<file path="config.mk">
export PLATFORM = sky130hd
export DESIGN_NAME = lcr_rx
export DESIGN_NICKNAME = d
export VERILOG_FILES = /design/src/rtl/lcr_pkg.sv /design/src/rtl/lcr_decode.sv /design/src/rtl/lcr_flag_track.sv /design/src/rtl/lcr_out_stage.sv /design/src/rtl/lcr_rx.sv
export SDC_FILE = /design/constraint.sdc
export NUM_CORES = 1
export LEC_CHECK = 0
export BUFFER_PORTS_ARGS = -buffer_cell sky130_fd_sc_hd__buf_2
export CAP_MARGIN = 0
export CELL_PAD_IN_SITES_DETAIL_PLACEMENT = 0
export CELL_PAD_IN_SITES_GLOBAL_PLACEMENT = 2
export CORE_ASPECT_RATIO = 0.9
export CORE_UTILIZATION = 28
export CTS_CLUSTER_SIZE = 14
export DETAILED_ROUTE_END_ITERATION = 7
export PLACE_DENSITY = 0.78
export SYNTH_ARGS = -nofsm -noshare
export SYNTH_HDL_FRONTEND = slang
export SYNTH_SLANG_ARGS = --single-unit
</file>
<file path="constraint.sdc">
create_clock -name clk_i -period 1.3 [get_ports clk_i]
set_input_delay 0.195 -clock clk_i [delete_from_list [all_inputs] [get_ports clk_i]]
set_output_delay 0.195 -clock clk_i [all_outputs]
set_load 0.05 [all_outputs]
</file>
<file path="src/rtl/lcr_pkg.sv">
package lcr_pkg;
  localparam int CF_W = 4;
  localparam int C3_B = 3;
  localparam int C2_B = 2;
  localparam int C1_B = 1;
  localparam int C0_B = 0;
  localparam logic [CF_W-1:0] FILL_CF = 4'b0011;

  typedef enum logic [1:0] {
    FR_FILL = 2'd0,
    FR_DATA = 2'd1,
    FR_CTRL = 2'd2,
    FR_BAD  = 2'd3
  } frame_kind_e;
endpackage

</file>
<file path="src/rtl/lcr_decode.sv">
module lcr_decode
  import lcr_pkg::*;
#(
  parameter int MAX_DW    = 20,
  parameter int NARROW_DW = 16,
  localparam int FW       = MAX_DW + CF_W
) (
  input  logic [FW-1:0]     frame_i,
  input  logic              wide_i,
  output frame_kind_e       kind_o,
  output logic              flag_o,
  output logic [MAX_DW-1:0] word_o
);
  logic [CF_W-1:0]   cf;
  logic [MAX_DW-1:0] mask, field;
  logic              is_fill;

  always_comb begin
    cf = frame_i[CF_W-1:0];
    for (int b = 0; b < MAX_DW; b++) mask[b] = wide_i || (b < NARROW_DW);
    field   = frame_i[FW-1:CF_W] & mask;
    is_fill = (field == '0) && (cf == FILL_CF);
    word_o  = (field ^ {MAX_DW{cf[C2_B]}}) & mask;
    flag_o  = cf[C3_B];
    if (is_fill)                 kind_o = FR_FILL;
    else if (cf[C2_B] == cf[C1_B]) kind_o = FR_BAD;
    else begin
      unique case ({cf[C3_B], cf[C0_B]})
        2'b01, 2'b10: kind_o = FR_DATA;
        2'b11:        kind_o = FR_CTRL;
        default:      kind_o = FR_BAD;
      endcase
    end
  end
endmodule

</file>
<file path="src/rtl/lcr_flag_track.sv">
module lcr_flag_track (
  input  logic clk_i,
  input  logic rst_ni,
  input  logic clear_i,
  input  logic upd_i,
  input  logic flag_i,
  output logic brk_o
);
  logic have_ref_q, last_q;

  // a repeated flag breaks alternation once a reference exists
  assign brk_o = have_ref_q && (flag_i == last_q);

  always_ff @(posedge clk_i or negedge rst_ni) begin
    if (!rst_ni) begin
      have_ref_q <= 1'b0;
      last_q     <= 1'b0;
    end else if (clear_i) begin
      have_ref_q <= 1'b0;
    end else if (upd_i) begin
      have_ref_q <= 1'b1;
      last_q     <= flag_i;
    end
  end
endmodule

</file>
<file path="src/rtl/lcr_out_stage.sv">
module lcr_out_stage #(
  parameter int W = 21
) (
  input  logic         clk_i,
  input  logic         rst_ni,
  input  logic         dv_d_i,
  input  logic         cv_d_i,
  input  logic         err_d_i,
  input  logic [W-1:0] data_d_i,
  output logic         dv_o,
  output logic         cv_o,
  output logic         err_o,
  output logic [W-1:0] data_o
);
  always_ff @(posedge clk_i or negedge rst_ni) begin
    if (!rst_ni) begin
      dv_o   <= 1'b0;
      cv_o   <= 1'b0;
      err_o  <= 1'b0;
      data_o <= '0;
    end else begin
      dv_o   <= dv_d_i;
      cv_o   <= cv_d_i;
      err_o  <= err_d_i;
      data_o <= data_d_i;
    end
  end
endmodule

</file>
<file path="src/rtl/lcr_rx.sv">
module lcr_rx
  import lcr_pkg::*;
#(
  parameter int MAX_DW    = 20,
  parameter int NARROW_DW = 16,
  localparam int FW       = MAX_DW + CF_W,
  localparam int OW       = MAX_DW + 1
) (
  input  logic          clk_i,
  input  logic          rst_ni,
  input  logic          restart_i,
  input  logic          wide_i,
  input  logic          flag_sel_i,
  input  logic          frame_valid_i,
  input  logic [FW-1:0] frame_i,
  output logic          data_valid_o,
  output logic          ctrl_valid_o,
  output logic          error_o,
  output logic [OW-1:0] data_o
);
  frame_kind_e       kind;
  logic              flag, brk, accept, is_data, is_ctrl, upd, err_d;
  logic [MAX_DW-1:0] word;
  logic [OW-1:0]     data_d;

  lcr_decode #(.MAX_DW(MAX_DW), .NARROW_DW(NARROW_DW)) i_decode (
    .frame_i (frame_i),
    .wide_i  (wide_i),
    .kind_o  (kind),
    .flag_o  (flag),
    .word_o  (word)
  );

  always_comb begin
    accept  = frame_valid_i && !restart_i;
    is_data = accept && (kind == FR_DATA);
    is_ctrl = accept && (kind == FR_CTRL);
    upd     = is_data && !flag_sel_i;
    err_d   = accept && ((kind == FR_BAD) || (upd && brk));
    data_d  = '0;
    if (is_data || is_ctrl) data_d[MAX_DW-1:0] = word;
    if (is_data && flag_sel_i) begin
      if (wide_i) data_d[MAX_DW]    = flag;
      else        data_d[NARROW_DW] = flag;
    end
  end

  lcr_flag_track i_track (
    .clk_i   (clk_i),
    .rst_ni  (rst_ni),
    .clear_i (restart_i),
    .upd_i   (upd),
    .flag_i  (flag),
    .brk_o   (brk)
  );

  lcr_out_stage #(.W(OW)) i_out (
    .clk_i    (clk_i),
    .rst_ni   (rst_ni),
    .dv_d_i   (is_data),
    .cv_d_i   (is_ctrl),
    .err_d_i  (err_d),
    .data_d_i (data_d),
    .dv_o     (data_valid_o),
    .cv_o     (ctrl_valid_o),
    .err_o    (error_o),
    .data_o   (data_o)
  );
endmodule

</file>
* Word level (Yosys, flattened, before mapping) *
Cells that the tools add are included.

cells by class
  div/mod/pow operators = 0
  eq/ne operators = 9
  shifts and indexed selects = 0
  mux-type cells = 10
  $mul = 0
  add/sub/neg operators = 0
  magnitude comparators = 0
  bitwise logic cells = 4
  reductions and logical operators = 17

operators by type and width
  kind                  number
  $and A20 B20 Y20      2
  $logic_not A20 Y1     1
  $mux W20              1
  $xor A20 B20 Y20      1
  $logic_and A1 B1 Y1   9
  $eq A2 B2 Y1 const B  4
  $mux W1               6
  $eq A2 B1 Y1 const B  2
  $eq A4 B2 Y1 const B  1
  $mux W2               2
  $pmux W2 S2           1
  $eq A1 B1 Y1          2
  $logic_not A1 Y1      2
  $logic_or A1 B1 Y1    2
  $reduce_and A2 Y1     1
  $reduce_bool A2 Y1    1
  $reduce_or A2 Y1      1
  $not A1 Y1            1

word-level totals
  bits in registers = 26
  logic and storage cells = 46
  bits in read-only memories = 0
  memories kept = 0
  memory bits (writable) = 0
  bits of input ports = 30
  output and inout bits = 24
  latch bits = 0

* Depth between registers and ports, before layout *
  depth in word-level cells = 11
  gate-level depth with buffers = 6

* Hierarchy *
From an unflattened synthesis, not the netlist that was laid out.

second synthesis, totals
  cell total of the unflattened synthesis = 105
  area, all modules = 1268.7 um2

by module, submodules not included
  module          cells an instance  times used  area an instance (um2)
  lcr_out_stage   24                 1           600.6
  lcr_decode      40                 1           331.6
  lcr_rx          33                 1           235.2
  lcr_flag_track  8                  1           101.3

* Worst setup path after synthesis *
Ideal clock, no wire load.

  path kind = input -> register
  start = in frame_i[2]
  end = reg i_track.last_q
  cell stages on the path = 6
  data required time = 1.175 ns
  arrival = 1.323 ns
  slack = -0.148 ns
  cell sequence = buf_6 > nor4_4 > nand3_2 > o211ai_2 > nor3_2 > mux2_4

between the ends
  word-level cells in the longest chain between the ends = 7
  elaborated cells between the ends (all ways) = 9

ends and longest elaborated chain
  item                                            RTL line                            source
  from (decl)                                     lcr_rx.sv:15                        input logic [FW-1:0] frame_i,
  $eq A4 B2 Y1 or $eq A1 B1 Y1 (tied branches)    lcr_decode.sv:22, lcr_decode.sv:26
  $logic_and A1 B1 Y1 or $mux W2 (tied branches)  lcr_decode.sv:22, lcr_decode.sv:26
  $mux W2 *                                       lcr_decode.sv:25                    if (is_fill) kind_o = FR_FILL;
  $eq A2 B1 Y1 *                                  lcr_rx.sv:36                        is_data = accept && (kind == FR_DATA);
  $logic_and A1 B1 Y1 *                           lcr_rx.sv:36
  $logic_and A1 B1 Y1 *                           lcr_rx.sv:38                        upd = is_data && !flag_sel_i;
  $reduce_and A2 Y1 (no source line) *            --
  to (signal assigned)                            lcr_flag_track.sv:22                last_q <= flag_i;
  to (decl)                                       lcr_flag_track.sv:9                 logic have_ref_q, last_q;

Mark *: on every way between the ends. The rest lies on a longest branch, timed or not.
A chain may end at the register's enable or synchronous reset.

* Final worst setup path *
  start = in frame_i[21]
  end = reg i_track.last_q

between the ends
  word-level cells in the longest chain between the ends = 8

ends and longest elaborated chain
  item                                RTL line          source
  $and A20 B20 Y20                    lcr_decode.sv:21  field = frame_i[FW-1:CF_W] & mask;
  $logic_not A20 Y1                   lcr_decode.sv:22  is_fill = (field == '0) && (cf == FILL_CF);
  $logic_and A1 B1 Y1                 lcr_decode.sv:22
  $mux W2                             lcr_decode.sv:25
  $eq A2 B1 Y1                        lcr_rx.sv:36
  $logic_and A1 B1 Y1                 lcr_rx.sv:36
  $logic_and A1 B1 Y1                 lcr_rx.sv:38
  $reduce_and A2 Y1 (no source line)  --

No other way between the ends.

==> results.json <==
{
  "status": "complete, no violations",
  "overflow": 0,
  "synth.cell_area_um2": 1230,
  "finalSetupViolations": 0,
  "clk_latency_ns": 0.26,
  "worstPathRequired_ns": 1.45,
  "intPower_uw": 1270,
  "cts_setup_buffers": 0,
  "power.static_leakage_uw": 0.000996,
  "crit_family": "compound AO/OA/AOI/OAI gates",
  "drc_errors": 0,
  "worst_pin_slew_ns": 0.574,
  "antenna_cells": 0,
  "hold_depth": 3,
  "grt_pass1_vias": 1054,
  "combPwrFrac_pct": 26.4,
  "core_um2": 4160,
  "synth.most_common_cell": "dfrtp_1",
  "rsz0062_at_grt": "no",
  "num_vias": 1083,
  "utilization_pct": 47.4,
  "antenna_left": 0,
  "p_seq_share_pct": 48.5,
  "die_width_um": 72.0,
  "area_growth_pct": 59.5,
  "slowest_delay_ns": 0.32,
  "pre_cts_ws_ns": -0.294,
  "synthTopCellsByArea": "dfrtp_1 (53%), xnor2_1 (16%), nor2_1 (7.0%)",
  "row_count": 22,
  "ys_seq_area_share_pct": 52.7,
  "netlist-cell-type-count": 27,
  "worst_r2r_path_depth": 4,
  "ir_worst_vdd_mv": 0.374,
  "worstPathMaxFanout": 4,
  "io_buffers": 53,
  "synth_commonest_cells": "dfrtp_1 (26), nor2_1 (23), xnor2_1 (22)",
  "synth_top_cell_area_share_pct": 52.7,
  "cts_buffers": 3,
  "end_kind": "flip-flop",
  "fin_hold_ws_ns": 0.240,
  "drt-initial-drc-count": 32,
  "dp_hpwl_um": 2290,
  "power.share.clock_pct": 25.1,
  "antenna_found_initial": 0,
  "synth_edf_count": 0,
  "switchingPower_uw": 485,
  "slowest_stage": "o41ai_4",
  "cts.reportedPaths.clkPinSlew_ns": 0.08,
  "fin_cells": 253,
  "cp-start-kind": "input pin",
  "track_usage_pct": 13.2,
  "skew_ns": 0.000399,
  "power.density_nw_per_um2": 889,
  "drive_gt1_share_pct": 57.0,
  "routabilityCongestion": 0.818,
  "power_switching_share_pct": 27.7,
  "async_reset_ff_share_pct": 100,
  "floorplan.initialDensity_pct": 29.7,
  "grt_first_pass_wirelength_um": 4700,
  "syn_area_per_cell_um2": 11.9,
  "min_path_type": "in -> reg",
  "hold_viol_final": 0,
  "first_pass_iters": 4,
  "io_pins": 54,
  "dp_cells": 249,
  "wl_per_cell_um": 11.4,
  "worstSetupPathType": "in -> reg",
  "cp_cell_sequence": "buf_2 -> o41ai_4 -> nand3_2 -> o211ai_2 -> nor3_2 -> mux2_4",
  "drv_cap": 0,
  "cp.depth": 6,
  "grt_max_degree": 27,
  "clock_path_buffers": 2,
  "routed_wl_um": 2890,
  "cts_tree": "done",
  "finalWorstSetupSlack_ns": 0.0580,
  "worst-path-buf-inv": 1,
  "setup-tns-final_ns": 0,
  "syn_inst": 104,
  "slew_headroom_pct": 61.8,
  "htree_num_levels": 1,
  "root_buffer": "clkbuf_8",
  "synth_ff_type": "dfrtp_1",
  "yosysWarningCount": 0,
  "die_area_um2": 4680,
  "cts.sinks": 26,
  "slew_violations": 0,
  "fp.dieH_um": 65.0,
  "viasPerCell": 4.28,
  "synth_fp_nets": 135,
  "finalCritPeriodShare_pct": 95.5,
  "yosysTopAreaCell": "dfrtp_1",
  "fin_crit_ns": 1.24,
  "ys_ff_latch": 26,
  "cp.arrival_ns": 1.40,
  "fin_nets": 226,
  "fmax_mhz": 805
}
-- power by group through the flow --
| stage | Clock, uW | Combinational [uW] | Sequential [uW] |
|---|---|---|---|
| after floorplan | 0 | 168 | 928 |
| after global placement | 0 | 436 | 863 |
| after detailed placement | 0 | 440 | 865 |
| after CTS | 467 | 447 | 849 |
| after global routing | 495 | 498 | 852 |
| final | 440 | 462 | 848 |
-- kinds of logic after synthesis --
family	synth area share, %
AO/OA/AOI/OAI	7.91
XOR/XNOR	15.6
adder cells (fa/ha/maj)	1.01
buffers and inverters	2.94
flip-flops	52.7
multiplexers	1.22
AND/OR/NAND/NOR	18.6
-- cells in the final DEF (no fill, tap or decap) --
cell / Yosys / routed
buf_2: 2 / 52
buf_4: 1 / 35
dfrtp_1: 26 / 26
nor2_1: 23 / 23
xnor2_1: 22 / 22
nor4_4: 1 / 3
a21oi_1: 4 / 3
clkbuf_8: 0 / 3
nand3_2: 2 / 2
nor4b_4: 0 / 2
inv_1: 2 / 2
o41ai_4: 0 / 1
and2b_2: 1 / 1
o211ai_2: 2 / 1
nand2b_4: 0 / 1
nand2b_2: 0 / 1
a21oi_4: 0 / 1
o2111ai_1: 1 / 1
o211ai_4: 0 / 1
nand3b_1: 1 / 1
o221a_2: 1 / 1
o211ai_1: 1 / 1
nand4b_1: 1 / 1
nor3_1: 1 / 1
nor3_2: 1 / 1
mux2_4: 1 / 1
a21o_2: 1 / 1
ha_1: 1 / 1
dlygate4sd3_1: 0 / 1
buf_6: 1 / 1
buf_12: 0 / 1
-- metrics by stage --
stage               power (uW)  area (um2)
finish                    1750        1970
CTS                       1760        1920
global route              1850        1970
floorplan                 1100        1270
detailed placement        1310        1860
global placement          1300        1860
-- flip-flops by register name (all words and copies together) (netlist names) --
name	flops
i_out.data_o	21
i_track.last_q	1
i_out.err_o	1
i_out.dv_o	1
i_out.cv_o	1
i_track.have_ref_q	1
-- repair_timing --
action / in CTS / in global routing
hold buffers: 1 / 0
hold endpoints to repair: 26 / 0
resized for setup: 1 / 8
setup endpoints to repair: 16 / 18
pin swaps: 0 / 3
-- cell type report --
| class | instances | area, um2 |
|---|---|---|
| sequential | 26 | 651 |
| multi-input combinational | 72 | 629 |
| timing repair buffer | 90 | 564 |
| inverter | 2 | 7.51 |
| tap | 60 | 75.1 |
| fill | 398 | 2190 |
| clock buffer | 3 | 41.3 |
-- tightest hold or removal path, delay by kind of cell --
kind | cells | cell delay, ns
buffers and inverters | 1 | 0.12
XOR/XNOR | 1 | 0.12
AND/OR/NAND/NOR | 1 | 0.04
-- layer usage --
layer | up-vias | track usage (%) | part of all wire [%]
met5 | - | 0 | 0
met3 | 4 | 1.87 | 3.8
li1 | 528 | - | -
met1 | 515 | 16.4 | 44
met2 | 36 | 22.6 | 51
met4 | 0 | 5.88 | 1.5
-- worst paths after layout --
kind | end | slack [ns] | from
min reg2reg | i_track.have_ref_q | 0.50 | i_track.have_ref_q
max in group asynchronous | i_out.data_o[3] | 0.46 | rst_ni
min in group asynchronous | i_out.data_o[6] | 0.46 | rst_ni
max | i_track.last_q | 0.06 | frame_i[21]
min | i_out.data_o[7] | 0.24 | frame_i[11]
max reg2reg | i_out.err_o | 0.24 | i_track.last_q
(Power assumes the default switching activity.)
